[src/rtl/adc_lch_pkg.sv]
package adc_lch_pkg;
  localparam int SEL_W  = 6;
  localparam int WORD_W = 12;

  // control word bit positions (bits [5:0] hold the input select)
  localparam int B_PROT  = 6;
  localparam int B_MULTI = 7;
  localparam int B_GIE   = 8;
  localparam int B_PEND  = 9;
  localparam int B_DONE  = 10;
  localparam int B_GRP   = 11;

  typedef struct packed {
    logic             gie;
    logic             multi;
    logic             prot;
    logic [SEL_W-1:0] sel;
  } ch_cfg_t;

  typedef enum logic {
    SQ_IDLE = 1'b0,
    SQ_BUSY = 1'b1
  } seq_state_t;
endpackage

[src/rtl/adc_lch_regs.sv]
module adc_lch_regs
  import adc_lch_pkg::*;
#(
  parameter int NUM_CH = 64,
  parameter int CH_W   = 6
) (
  input  logic              clk_i,
  input  logic              rst_ni,
  input  logic [NUM_CH-1:0] trig_i,
  input  logic [NUM_CH-1:0] grp_evt_i,
  input  logic              bus_req_i,
  input  logic              bus_we_i,
  input  logic [CH_W:0]     bus_addr_i,
  input  logic [WORD_W-1:0] bus_wdata_i,
  output logic [WORD_W-1:0] bus_rdata_o,
  input  logic              start_fire_i,
  input  logic [NUM_CH-1:0] start_oh_i,
  input  logic              res_wr_i,
  input  logic [CH_W-1:0]   res_ch_i,
  input  logic [WORD_W-1:0] res_data_i,
  output logic [NUM_CH-1:0] pend_o,
  output logic [NUM_CH-1:0] prot_o,
  output logic [NUM_CH-1:0] done_o,
  output logic [NUM_CH-1:0] grp_blk_o,
  output logic [SEL_W-1:0]  sel_tab_o [NUM_CH]
);
  logic [CH_W-1:0]   addr_ch;
  logic              addr_res;
  logic [WORD_W-1:0] ctl_word [NUM_CH];
  logic [WORD_W-1:0] res_word [NUM_CH];
  logic [WORD_W-1:0] rdata_q;
  logic              unused_wbits;

  assign addr_ch      = bus_addr_i[CH_W-1:0];
  assign addr_res     = bus_addr_i[CH_W];
  assign unused_wbits = bus_wdata_i[B_DONE];

  for (genvar c = 0; c < NUM_CH; c++) begin : g_ch
    ch_cfg_t           cfg_q;
    logic              pend_q, done_q, grp_q, mst_q;
    logic [WORD_W-1:0] res_q;
    logic              hit, ctl_wr, res_rd, st_hit, wr_hit;

    assign hit    = bus_req_i && (addr_ch == CH_W'(c));
    assign ctl_wr = hit && bus_we_i && !addr_res;
    assign res_rd = hit && !bus_we_i && addr_res;
    assign st_hit = start_fire_i && start_oh_i[c];
    assign wr_hit = res_wr_i && (res_ch_i == CH_W'(c));

    always_ff @(posedge clk_i or negedge rst_ni) begin
      if (!rst_ni) begin
        cfg_q  <= '0;
        pend_q <= 1'b0;
        done_q <= 1'b0;
        grp_q  <= 1'b0;
        mst_q  <= 1'b0;
        res_q  <= '0;
      end else begin
        if (ctl_wr) cfg_q <= ch_cfg_t'(bus_wdata_i[B_GIE:0]);
        // a new trigger in the start cycle re-arms the channel
        if (trig_i[c] || (ctl_wr && bus_wdata_i[B_PEND])) pend_q <= 1'b1;
        else if (st_hit)                                 pend_q <= 1'b0;
        // hardware set beats the read clear
        if (wr_hit)      done_q <= 1'b1;
        else if (res_rd) done_q <= 1'b0;
        if (grp_evt_i[c])                    grp_q <= 1'b1;
        else if (ctl_wr && bus_wdata_i[B_GRP]) grp_q <= 1'b0;
        if (st_hit && cfg_q.multi)             mst_q <= 1'b1;
        else if (ctl_wr && bus_wdata_i[B_GRP]) mst_q <= 1'b0;
        if (wr_hit) res_q <= res_data_i;
      end
    end

    assign ctl_word[c]  = {grp_q, done_q, pend_q, cfg_q};
    assign res_word[c]  = res_q;
    assign pend_o[c]    = pend_q;
    assign prot_o[c]    = cfg_q.prot;
    assign done_o[c]    = done_q;
    assign grp_blk_o[c] = cfg_q.prot && cfg_q.multi && cfg_q.gie && grp_q && mst_q;
    assign sel_tab_o[c] = cfg_q.sel;
  end

  always_ff @(posedge clk_i or negedge rst_ni) begin
    if (!rst_ni)                     rdata_q <= '0;
    else if (bus_req_i && !bus_we_i) rdata_q <= addr_res ? res_word[addr_ch] : ctl_word[addr_ch];
  end

  assign bus_rdata_o = rdata_q;
endmodule

[src/rtl/adc_lch_arb.sv]
module adc_lch_arb #(
  parameter int NUM_CH = 64,
  parameter int CH_W   = 6
) (
  input  logic [NUM_CH-1:0] req_i,
  output logic [NUM_CH-1:0] gnt_o,
  output logic [CH_W-1:0]   idx_o,
  output logic              any_o
);
  logic seen;

  // fixed priority: lowest index first
  always_comb begin
    seen = 1'b0;
    for (int c = 0; c < NUM_CH; c++) begin
      gnt_o[c] = req_i[c] && !seen;
      seen     = seen || req_i[c];
    end
  end

  always_comb begin
    idx_o = '0;
    for (int c = 0; c < NUM_CH; c++) begin
      if (gnt_o[c]) idx_o = idx_o | CH_W'(c);
    end
  end

  assign any_o = |req_i;
endmodule

[src/rtl/adc_lch_seq.sv]
module adc_lch_seq
  import adc_lch_pkg::*;
#(
  parameter int CH_W = 6
) (
  input  logic              clk_i,
  input  logic              rst_ni,
  input  logic              gnt_any_i,
  input  logic [CH_W-1:0]   gnt_idx_i,
  input  logic [SEL_W-1:0]  gnt_sel_i,
  input  logic              cnv_done_i,
  input  logic [WORD_W-1:0] cnv_result_i,
  output logic              start_fire_o,
  output logic              cnv_start_o,
  output logic [SEL_W-1:0]  cnv_sel_o,
  output logic              res_wr_o,
  output logic [CH_W-1:0]   res_ch_o,
  output logic [WORD_W-1:0] res_data_o
);
  seq_state_t       st_q;
  logic [CH_W-1:0]  ch_q;
  logic [SEL_W-1:0] sel_q;
  logic             start_q;

  assign start_fire_o = (st_q == SQ_IDLE) && gnt_any_i;
  assign res_wr_o     = (st_q == SQ_BUSY) && cnv_done_i;
  assign res_ch_o     = ch_q;
  assign res_data_o   = cnv_result_i;

  always_ff @(posedge clk_i or negedge rst_ni) begin
    if (!rst_ni) begin
      st_q    <= SQ_IDLE;
      ch_q    <= '0;
      sel_q   <= '0;
      start_q <= 1'b0;
    end else begin
      start_q <= start_fire_o;
      if (start_fire_o) begin
        st_q  <= SQ_BUSY;
        ch_q  <= gnt_idx_i;
        sel_q <= gnt_sel_i;
      end else if (res_wr_o) begin
        st_q <= SQ_IDLE;
      end
    end
  end

  assign cnv_start_o = start_q;
  assign cnv_sel_o   = sel_q;
endmodule

[src/rtl/adc_lch_sched.sv]
module adc_lch_sched
  import adc_lch_pkg::*;
#(
  parameter  int NUM_CH = 64,
  localparam int CH_W   = $clog2(NUM_CH),
  localparam int ADDR_W = CH_W + 1
) (
  input  logic              clk_i,
  input  logic              rst_ni,
  input  logic [NUM_CH-1:0] trig_i,
  input  logic [NUM_CH-1:0] grp_evt_i,
  input  logic              bus_req_i,
  input  logic              bus_we_i,
  input  logic [ADDR_W-1:0] bus_addr_i,
  input  logic [WORD_W-1:0] bus_wdata_i,
  output logic [WORD_W-1:0] bus_rdata_o,
  output logic              cnv_start_o,
  output logic [SEL_W-1:0]  cnv_sel_o,
  input  logic              cnv_done_i,
  input  logic [WORD_W-1:0] cnv_result_i
);
  logic [NUM_CH-1:0] pend_v, prot_v, done_v, grp_blk_v, elig, gnt_oh;
  logic [CH_W-1:0]   gnt_idx, res_ch;
  logic              gnt_any, gnt_fire, res_wr;
  logic [SEL_W-1:0]  sel_tab [NUM_CH];
  logic [SEL_W-1:0]  gnt_sel;
  logic [WORD_W-1:0] res_data;

  adc_lch_regs #(.NUM_CH(NUM_CH), .CH_W(CH_W)) regs_i (
    .clk_i       (clk_i),
    .rst_ni      (rst_ni),
    .trig_i      (trig_i),
    .grp_evt_i   (grp_evt_i),
    .bus_req_i   (bus_req_i),
    .bus_we_i    (bus_we_i),
    .bus_addr_i  (bus_addr_i),
    .bus_wdata_i (bus_wdata_i),
    .bus_rdata_o (bus_rdata_o),
    .start_fire_i(gnt_fire),
    .start_oh_i  (gnt_oh),
    .res_wr_i    (res_wr),
    .res_ch_i    (res_ch),
    .res_data_i  (res_data),
    .pend_o      (pend_v),
    .prot_o      (prot_v),
    .done_o      (done_v),
    .grp_blk_o   (grp_blk_v),
    .sel_tab_o   (sel_tab)
  );

  // guard rule: unread result or interrupted multi-conversion holds a channel
  assign elig = pend_v & ~(prot_v & done_v) & ~grp_blk_v;

  adc_lch_arb #(.NUM_CH(NUM_CH), .CH_W(CH_W)) arb_i (
    .req_i(elig),
    .gnt_o(gnt_oh),
    .idx_o(gnt_idx),
    .any_o(gnt_any)
  );

  assign gnt_sel = sel_tab[gnt_idx];

  adc_lch_seq #(.CH_W(CH_W)) seq_i (
    .clk_i       (clk_i),
    .rst_ni      (rst_ni),
    .gnt_any_i   (gnt_any),
    .gnt_idx_i   (gnt_idx),
    .gnt_sel_i   (gnt_sel),
    .cnv_done_i  (cnv_done_i),
    .cnv_result_i(cnv_result_i),
    .start_fire_o(gnt_fire),
    .cnv_start_o (cnv_start_o),
    .cnv_sel_o   (cnv_sel_o),
    .res_wr_o    (res_wr),
    .res_ch_o    (res_ch),
    .res_data_o  (res_data)
  );
endmodule

[config.mk]
export PLATFORM = sky130hd
export DESIGN_NAME = adc_lch_sched
export DESIGN_NICKNAME = d
export VERILOG_FILES = /design/src/rtl/adc_lch_pkg.sv /design/src/rtl/adc_lch_regs.sv /design/src/rtl/adc_lch_arb.sv /design/src/rtl/adc_lch_seq.sv /design/src/rtl/adc_lch_sched.sv
export SDC_FILE = /design/constraint.sdc
export NUM_CORES = 2
export LEC_CHECK = 0
export BUFFER_PORTS_ARGS = -buffer_cell sky130_fd_sc_hd__buf_4
export CORE_MARGIN = 8
export CORE_UTILIZATION = 59
export CTS_CLUSTER_SIZE = 40
export DETAILED_ROUTE_END_ITERATION = 10
export PLACE_DENSITY = 0.76
export SETUP_SLACK_MARGIN = 0.4
export SLEW_MARGIN = 40
export SYNTH_ARGS = -nofsm -noshare
export SYNTH_HDL_FRONTEND = slang
export SYNTH_SLANG_ARGS = --single-unit
[constraint.sdc]
create_clock -name clk_i -period 4.8 [get_ports clk_i]
set_input_delay 0.24 -clock clk_i [delete_from_list [all_inputs] [get_ports clk_i]]
set_output_delay 0.24 -clock clk_i [all_outputs]
set_load 0.02 [all_outputs]
==> impl_results.md <==
* Status: finished, final reports clean
* Clock slew seen by the registers of the worst setup and hold paths at 70 ps
* Internal Pwr Total at 0.0231 W
* Total Die Area at 146,000 um^2
* Wire length of the first global-routing pass at 383,000 um
* CTS tree: built
* Multi-input combinational cell area at 36,700 um^2
* Total CTS buffers at 167
* Simple-gate share of the synthesized area at 5.44%
* Post-Syn Area at 78,900 um^2
* Crit path capture type: register
* Nets at 6,327
* PnR worst setup slack at 363 ps
* Final Max Slew Viols at 0
* Clk_skew at 27.4 ps
* Final wirelength at 260,000 um
* Layout cell share with drive strength beyond 1 at 45.0%
* Fin crit period at 4440 ps
* Initial Utilization at 59.3%
* Register bit count reported by yosys at 1,626
* Top FF cell, synth: dfrtp_1
* Peak supply drop at 0.000351 V
* DR iter-0 viols at 7,027
* Worst Hold Class: in -> reg
* Logic pwr share at 9.8%
* DR WL met2 at 116,000 um
* Core area at 133,000 um^2
* DRT antenna net count at 0
* Post-synth EDFFs at 0
* Register area at 40,700 um^2
* GRT Residual Overflow at 0
* Worst Path Required at 5500 ps
* RSZ-0062 raised after global routing: yes
* Mux cell area share after synthesis at 33.4%
* Achievable frequency at 225 MHz
* Relative slew slack at 34.7%
* CTS sink count at 1,626
* Fillers at 8,896
* Top layer used by detailed routing: met5
* Crit path DAT at 5140 ps
* FP Rows at 134
* Port Buffer Count at 181
* Power Density at 333 nW/um^2
* H-tree depth at 4
* Vias per std cell at 6.97
* GRT Overall Usage at 35.1%
* Syn_nets at 5,905
* Top Ports at 183
* Clk root buf: clkbuf_16
* Number of global-route vias before repair at 57.5k
* Largest family of logic cells by synthesized area: multiplexers
* Post-synth ARST share at 100%
* Per-cell routed wire length at 32.3 um
* P&R area growth vs syn at 17.2%
* Commonest non-fill, non-tap cell in the layout: dfrtp_1
* Post-synth cell types at 87
* Final Cycle Share at 92.4%
* Setup Crit Path Kind: reg -> reg
* Leakage at 41.8 nW
* Most frequent cells in the layout: 1,621 x dfrtp_1, 1,302 x mux2_2, 504 x mux4_2, 502 x buf_4, 438 x nand2_1
* Initial antenna violation count at 11
* DR WL met3 at 30,000 um
* Chip width at 382 um
* Synthesized netlist cell count at 5,741
* Residual DRC at 0
* Crit path launch type: register
* Vias at 56.3k
* Synth Area in Compound Gates at 6.72%
* Worst-Margin Slew at 976 ps
* Post-Syn Area per Cell at 13.7 um^2
* Switching power at 0.00773 W
* Sw Ratio at 25.1%
* Post-Synth XOR/XNOR Area at 0%
* CTS Buffer Depth at 3
* Setup violators final at 0
* WHS Path Cells at 3
* Die height at 382 um
* Post-Synth Adder-Cell Area at 0%
* RePlAce Congestion at 1.00
* Max-Cap Viols at 0
* Clock Power Share at 42.9%
* Yosys warns at 0
* Worst-skew pair later-pin latency at 820 ps
* Critical Path Fanout Max at 18
* Drt pass-1 iters at 8
* Seq/Total Area, Yosys at 51.5%
* DP Wirelength at 171,000 um
* Maximum number of pins on one net before global-route repair at 157
* Worst slack at placement at -22.9 ps
* Seq pwr share at 47.3%
* Metal-1 WL at 94,700 um
* Path depth of the worst reg2reg path at 15
* Total power draw at 0.0308 W
* Hold Vio Cnt, Final at 0
[synthesized netlist by cell type (8+ instances only)]
cell	count	share of area [%]
dfrtp_1	1626	52
mux2_2	1302	19
mux4_2	504	14
nand2_1	475	2.3
clkbuf_1	322	1.5
o21ai_0	234	1.5
nor2_1	161	0.77
buf_1	136	0.65
inv_1	84	0.40
o22ai_1	80	0.63
a21o_1	64	0.61
nand3_1	64	0.41
nand4_1	56	0.44
a221o_1	55	0.70
a21oi_1	45	0.29
a31oi_1	44	0.35
nor2b_1	40	0.32
a32o_1	34	0.43
a32oi_1	33	0.37
mux2i_1	33	0.42
buf_2	27	0.17
nor3_1	27	0.17
a41oi_1	22	0.24
o21a_1	20	0.19
a31o_2	17	0.19
nor4_1	15	0.12
nand2b_1	14	0.11
a41o_1	13	0.16
and3_1	11	0.087
a211oi_1	10	0.095
a21boi_0	10	0.095
a22o_1	10	0.11
and4_1	10	0.11
or4_1	10	0.095
a22oi_1	8	0.076
or2_2	8	0.063
or3_1	8	0.063
[flip-flops by register name (all words and copies together) (netlist names)]
register            cells
regs_i.g_ch.res_q     768
regs_i.sel_tab_o      384
regs_i.ctl_word       128
regs_i.g_ch.done_q     64
regs_i.g_ch.grp_q      64
regs_i.g_ch.mst_q      64
regs_i.g_ch.pend_q     64
regs_i.prot_o          64
regs_i.bus_rdata_o     12
seq_i.cnv_sel_o         6
seq_i.res_ch_o          6
seq_i.cnv_start_o       1
seq_i.st_q              1
[kinds of logic after synthesis]
logic type             count (synthesis)
muxes                               1839
and+or+nand+nor                      932
AOI/OAI and AO/OA                    759
DFF                                 1626
buffers and inverters                585
[path summary, 6_finish.rpt]
kind                                        from                      end  slack [ps]
min                               bus_wdata_i[6]        regs_i.prot_o[20]          50
min reg2reg                regs_i.g_ch[35].mst_q    regs_i.g_ch[35].mst_q         490
max                         regs_i.ctl_word[331]       seq_i.cnv_sel_o[0]         360
min in group asynchronous                 rst_ni    regs_i.sel_tab_o[110]         130
max in group asynchronous                 rst_ni  regs_i.g_ch[9].res_q[0]        3430
max reg2reg                 regs_i.ctl_word[331]       seq_i.cnv_sel_o[0]         360
[routing by layer]
layer	up-vias	track usage, %
met5	-	0
met4	10	21.3
met3	943	11.2
met2	3444	51.9
met1	29400	45.3
li1	22500	-
[final cells by class]
class,count,area share (%)
inverter,87,0.353
timing repair buffer,751,7.64
clock buffer,246,5.24
antenna,5,0.0135
sequential,1626,44.0
multi-input combinational,3530,39.6
clock inverter,58,0.738
tap,1768,2.39
[worst max-delay path: stages, from the launching register on]
cell and delay, ps:
dfrtp_1 390, nand4_1 180, a31oi_2 310, nand4bb_4 160
buf_6 150, or4_4 580, or4_1 480, o211ai_1 330
nor3_2 120, nor3_4 270, buf_6 160, buf_12 170
a32oi_1 80, nand4_1 150, nand4_1 330, a221o_1 430
[metrics by stage]
step	setup TNS (ps)	std cells	util (%)	hold slack, ps	instance area (um^2)
finish	0	8071	69.5	47.7	92500
global route	0	8068	69.5	56.9	92500
CTS	0	8028	68.8	2.07	91600
detailed placement	-22.9	7535	63.1	139	84000
global placement	0	7533	63.0	138	83800
floorplan	0	5741	-	-55.6	78900
[power groups by stage]
stage | sequential (W) | clock, W | combinational (W)
5_1_grt | 0.0146 | 0.0139 | 0.00317
3_5_place_dp | 0.0148 | 0 | 0.00275
4_1_cts | 0.0145 | 0.0133 | 0.00289
2_1_floorplan | 0.0147 | 0 | 0.00158
3_3_place_gp | 0.0147 | 0 | 0.00268
6_report | 0.0146 | 0.0132 | 0.00301
[repair_timing]
action,in CTS,in global routing
pin swaps,17,28
gates cloned,1,3
hold buffers,163,0
setup buffers,25,28
endpoints found under the hold margin,798,0
resized for setup,43,75
endpoints found under the setup margin,6,6
(Power assumes the default switching activity.)
